===== config.mk =====
export PLATFORM = sky130hd
export DESIGN_NAME = otw_cond
export DESIGN_NICKNAME = d
export VERILOG_FILES = /design/src/rtl/otw_cond.sv
export SDC_FILE = /design/constraint.sdc
export NUM_CORES = 1
export LEC_CHECK = 0
export BUFFER_PORTS_ARGS = -buffer_cell sky130_fd_sc_hd__buf_4
export CAP_MARGIN = 0
export CORE_AREA = 3 3 99 101
export CTS_CLUSTER_DIAMETER = 40
export DETAILED_ROUTE_END_ITERATION = 12
export DIE_AREA = 0 0 102 104
export PLACE_DENSITY_LB_ADDON = 0.2
export SYNTH_ARGS = -nofsm -noshare
export SYNTH_HDL_FRONTEND = slang
export SYNTH_SLANG_ARGS = --single-unit

===== constraint.sdc =====
create_clock -name clk -period 6.4 [get_ports clk]
set_input_delay 0.32 -clock clk [delete_from_list [all_inputs] [get_ports clk]]
set_output_delay 0.32 -clock clk [all_outputs]
set_load 0.1 [all_outputs]

===== src/rtl/otw_cond.sv =====
module otw_cond #(
  parameter int TW_W   = 16,
  parameter int FRAC_W = 8,
  parameter int PCAL_W = 7,
  parameter int ACQ_W  = 5,
  parameter int TRKI_W = 6
) (
  input  logic                    clk,
  input  logic                    rst,
  input  logic [1:0]              mode,
  input  logic [TW_W-1:0]         tune_word,
  output logic [PCAL_W-1:0]       pcal_code,
  output logic [2**ACQ_W-2:0]     acq_en,
  output logic [2**TRKI_W-2:0]    trki_en,
  output logic [FRAC_W-1:0]       trkf_frac
);
  localparam int INT_W   = TW_W - FRAC_W;
  localparam int ACQ_N   = 2**ACQ_W - 1;
  localparam int TRKI_N  = 2**TRKI_W - 1;
  localparam int PCAL_MX = 2**PCAL_W - 1;
  localparam logic [PCAL_W-1:0] PCAL_MID = PCAL_W'(2**(PCAL_W-1));
  localparam logic [ACQ_N-1:0]  ACQ_MID  = {ACQ_N{1'b1}} >> (ACQ_N - 2**(ACQ_W-1));
  localparam logic [TRKI_N-1:0] TRKI_MID = {TRKI_N{1'b1}} >> (TRKI_N - 2**(TRKI_W-1));
  localparam logic [FRAC_W-1:0] FRAC_MID = FRAC_W'(2**(FRAC_W-1));

  localparam logic [1:0] M_PCAL = 2'b00;
  localparam logic [1:0] M_ACQ  = 2'b01;
  localparam logic [1:0] M_TRK  = 2'b10;

  logic signed [INT_W-1:0] tw_int;
  int pcal_sum, acq_sum, trki_sum;
  logic [PCAL_W-1:0] pcal_next;
  logic [ACQ_W-1:0]  acq_code;
  logic [TRKI_W-1:0] trki_code;
  logic [ACQ_N-1:0]  acq_next;
  logic [TRKI_N-1:0] trki_next;

  assign tw_int   = tune_word[TW_W-1:FRAC_W];
  assign pcal_sum = int'(tw_int) + 2**(PCAL_W-1);
  assign acq_sum  = int'(tw_int) + 2**(ACQ_W-1);
  assign trki_sum = int'(tw_int) + 2**(TRKI_W-1);

  assign pcal_next = (pcal_sum < 0) ? '0 : (pcal_sum > PCAL_MX) ? '1 : pcal_sum[PCAL_W-1:0];
  assign acq_code  = (acq_sum < 0)  ? '0 : (acq_sum > ACQ_N)    ? '1 : acq_sum[ACQ_W-1:0];
  assign trki_code = (trki_sum < 0) ? '0 : (trki_sum > TRKI_N)  ? '1 : trki_sum[TRKI_W-1:0];

  for (genvar i = 0; i < ACQ_N; i++) begin : g_acq_th
    assign acq_next[i] = acq_code > ACQ_W'(i);
  end
  for (genvar i = 0; i < TRKI_N; i++) begin : g_trki_th
    assign trki_next[i] = trki_code > TRKI_W'(i);
  end

  always_ff @(posedge clk) begin
    if (rst) begin
      pcal_code <= PCAL_MID;
      acq_en    <= ACQ_MID;
      trki_en   <= TRKI_MID;
      trkf_frac <= FRAC_MID;
    end else begin
      if (mode == M_PCAL) pcal_code <= pcal_next;
      if (mode == M_ACQ)  acq_en    <= acq_next;
      if (mode == M_TRK) begin
        trki_en   <= trki_next;
        trkf_frac <= tune_word[FRAC_W-1:0];
      end
    end
  end
endmodule



==> summary.txt <==
Worst hold path
  – Worst hold path endpoint: trkf_frac[7]
  – Hold path start: tune_word[7]
  – Hold Crit Class: in -> reg
  – Hold Path Depth: 3

STA
  – Slew headroom: 30.9%
  – Worst-margin pin slew: 1040 ps
  – Fin. Hold Viols: 0
  – Final Cycle Share: 44.0%
  – Final Max Slew Viols: 0
  – # setup viols final: 0
  – RSZ-0062 raised after global routing: no
  – WHS: 141 ps
  – Fin crit period: 2820 ps
  – Fmax: 0.355 GHz
  – Worst clock skew: 0 ps
  – Setup TNS: 0 ps

Place
  – Post-place instance area: 6020 µm²
  – Port Buf Inserts: 128
  – GP Congestion: 0.952
  – Final HPWL DP: 11,500 µm

Setup path
  – RR Endpoint: acq_en[16]
  – Crit path cell chain: buf_4 > ha_1 > xor2_4 > nor3_2 > a21oi_1 > o21ai_0 > o31ai_1
  – CP required: 6690 ps
  – Critical path endpoint category: flop
  – Crit path largest cell delay: 850 ps
  – Top cell family by delay on the critical path: compound AO/OA/AOI/OAI gates
  – WS Path Type: in -> reg
  – Worst Setup Start Kind: input port
  – Largest fanout on the critical path: 18
  – Reg-to-reg startpoint: acq_en[16]
  – Worst R2R Setup Slack: 5560 ps
  – R2r worst-path depth: 2
  – Crit path DAT: 3110 ps
  – WP buf/inv: 1
  – Slowest stage cell, crit path: a21oi_1
  – CP startpoint: tune_word[13]

Global routing
  – Total global routing overflow: 0
  – Vias in the first global route: 4,804
  – Total track usage: 30.4%
  – Largest net degree at the start of global routing: 72
  – Initial antenna violation count: 0
  – First-pass GRT wire length: 25,900 µm

Clocking
  – Worst-skew pair later-pin latency: 380 ps
  – TritonCTS Buffers: 9
  – CTS tree: done
  – Root Driver: clkbuf_8
  – Cts repair resizes: 0
  – Clk sinks: 109
  – Clock-pin slew on the worst setup and hold paths: 110 ps
  – CTS Buffer Depth: 2
  – Post-CTS setup buffers: 0
  – Htree depth: 3
  – Cts hold-fix bufs: 0

Job
  – Max-Cap Viols: 0

Finish
  – Final #Nets: 749
  – Design area: 6210 µm²
  – Layout cells sized above 1: 22.3%
  – Antenna Diode Count: 0
  – Synth-to-Final Area Change: 21.8%

Synthesis
  – Gate Count Post-Synth: 629
  – Synth Area in Simple Gates: 22.8%
  – Post-synth net total: 658
  – Main synth FF type: dfxtp_1
  – Largest family of logic cells by synthesized area: compound AO/OA/AOI/OAI gates
  – Post-synthesis async set-or-reset flop share: 0%
  – Synth Area per Inst: 8.11 µm²
  – Multiplexer area fraction after synthesis: 0%
  – Synth unique cells: 65
  – EDFF count, synth: 0
  – Seq cells post-synth: 109
  – Seq/Total Area, Yosys: 42.8%
  – Xor and xnor area share after synthesis: 1.57%
  – Mapped cell area: 5100 µm²
  – Adder-cell share of the synthesized area: 2.21%
  – Synth Area in Compound Gates: 26.0%
  – Post-synth top area cell: dfxtp_1
  – Top-area cell type share of the netlist area: 42.8%
  – Top post-synthesis cells by area: dfxtp_1, nand2_1, a21oi_1, nor2_1, o21ai_0
  – Synth warnings: 0

Power
  – Total power: 1690 µW
  – Net Switching: 705 µW
  – Maximum vdd drop: 0.166 mV
  – Comb power frac: 31.6%
  – Clock share of power: 25.0%
  – Total leakage power: 0.00246 µW
  – Internal Power: 986 µW
  – Switching share of power: 41.7%
  – Pwr/cell area: 272 nW/µm²
  – Flop pwr share: 43.4%

Drt
  – DR WL/cell: 19.4 µm
  – WL final: 16,200 µm
  – Starting DRT DRC Count: 509
  – DRC viols: 0
  – Vias post-DR: 5,209
  – Vias per inst: 6.23
  – Pre-antenna DRT Iters: 5
  – Post-route ant nets: 0

Floorplanning
  – I/O pin total: 129
  – Die height: 104 µm
  – Starting Density: 56.0%
  – Die area: 10,600 µm²
  – CORE AREA: 9110 µm²
  – Row cnt: 35
  – DIE WIDTH: 102 µm

Run status
  – Status: finished clean
-- layout make-up --
class | instances | area (µm²)
clock inverters | 6 | 56.3
well taps | 111 | 139
fillers | 797 | 2900
flip-flops and latches | 109 | 2180
clock buffers | 10 | 138
multi-input cells | 462 | 2690
inverters | 7 | 26.3
repair buffers | 131 | 983
-- cells in the final DEF (no fill, tap or decap), types with 7 or more instances in the layout --
| master | count |
|---|---|
| o21ai_0 | 29 |
| clkbuf_8 | 10 |
| ha_1 | 9 |
| a21oi_1 | 65 |
| nor3_1 | 26 |
| nand3_1 | 18 |
| o211ai_1 | 11 |
| a31oi_1 | 7 |
| o31ai_1 | 9 |
| buf_4 | 131 |
| nor2_1 | 60 |
| o22ai_1 | 9 |
| nand2_1 | 87 |
| dfxtp_1 | 109 |
-- cells by family after synthesis --
| family | Yosys count |
|---|---|
| AO/OA/AOI/OAI | 199 |
| XOR/XNOR | 7 |
| adder cells (fa/ha/maj) | 9 |
| buffers and inverters | 58 |
| flip-flops | 109 |
| AND/OR/NAND/NOR | 247 |
-- routing by layer --
layer / track usage [%] / part of all wire (%) / up-vias
met4: 9.28 / 2.1 / 0
li1: - / - / 2456
met1: 45.8 / 45 / 2440
met3: 5.90 / 9.3 / 32
met2: 43.7 / 44 / 281
met5: 0 / 0 / -
-- registers in the layout, indices dropped and copies added, names as in the netlist --
signal / count
trkf_frac: 8
acq_en: 31
pcal_code: 7
trki_en: 63
-- power by group through the flow --
stage | Clock (µW) | Sequential (µW) | Combinational, µW
after floorplan | 0 | 999 | 160
after global placement | 0 | 748 | 524
after detailed placement | 0 | 749 | 528
after CTS | 426 | 734 | 529
after global routing | 452 | 738 | 558
final | 423 | 734 | 534
-- how the worst max path moves through the flow --
stage	end	depth (start not counted)
floorplan	trki_en[24]	9
global placement	trki_en[46]	7
detailed placement	trki_en[33]	7
CTS	trki_en[33]	7
global route	trki_en[33]	7
finish	trki_en[33]	7
-- worst min-delay path, stage by stage --
cell	delay [ps]
buf_4	80
nand2_1	40
nand3_1	60
-- synthesized netlist by cell type (7+ instances only) --
library cell / number
o21ai_0: 29
a31oi_1: 7
nand2b_1: 7
o31ai_1: 9
dfxtp_1: 109
nand3_1: 18
nor2_1: 60
o211ai_1: 11
o22ai_1: 9
ha_1: 9
nor3_1: 26
buf_1: 9
clkbuf_1: 34
a21oi_1: 65
nand2_1: 87
-- metrics by stage --
stage	utilization (%)	worst slack (ps)	instances
after floorplan	-	4010	629
after global placement	66.1	3530	820
after detailed placement	66.1	3360	820
after CTS	68.2	3740	836
after global routing	68.2	3470	836
final	68.2	3580	836
Power figures use the tool's default switching activity.
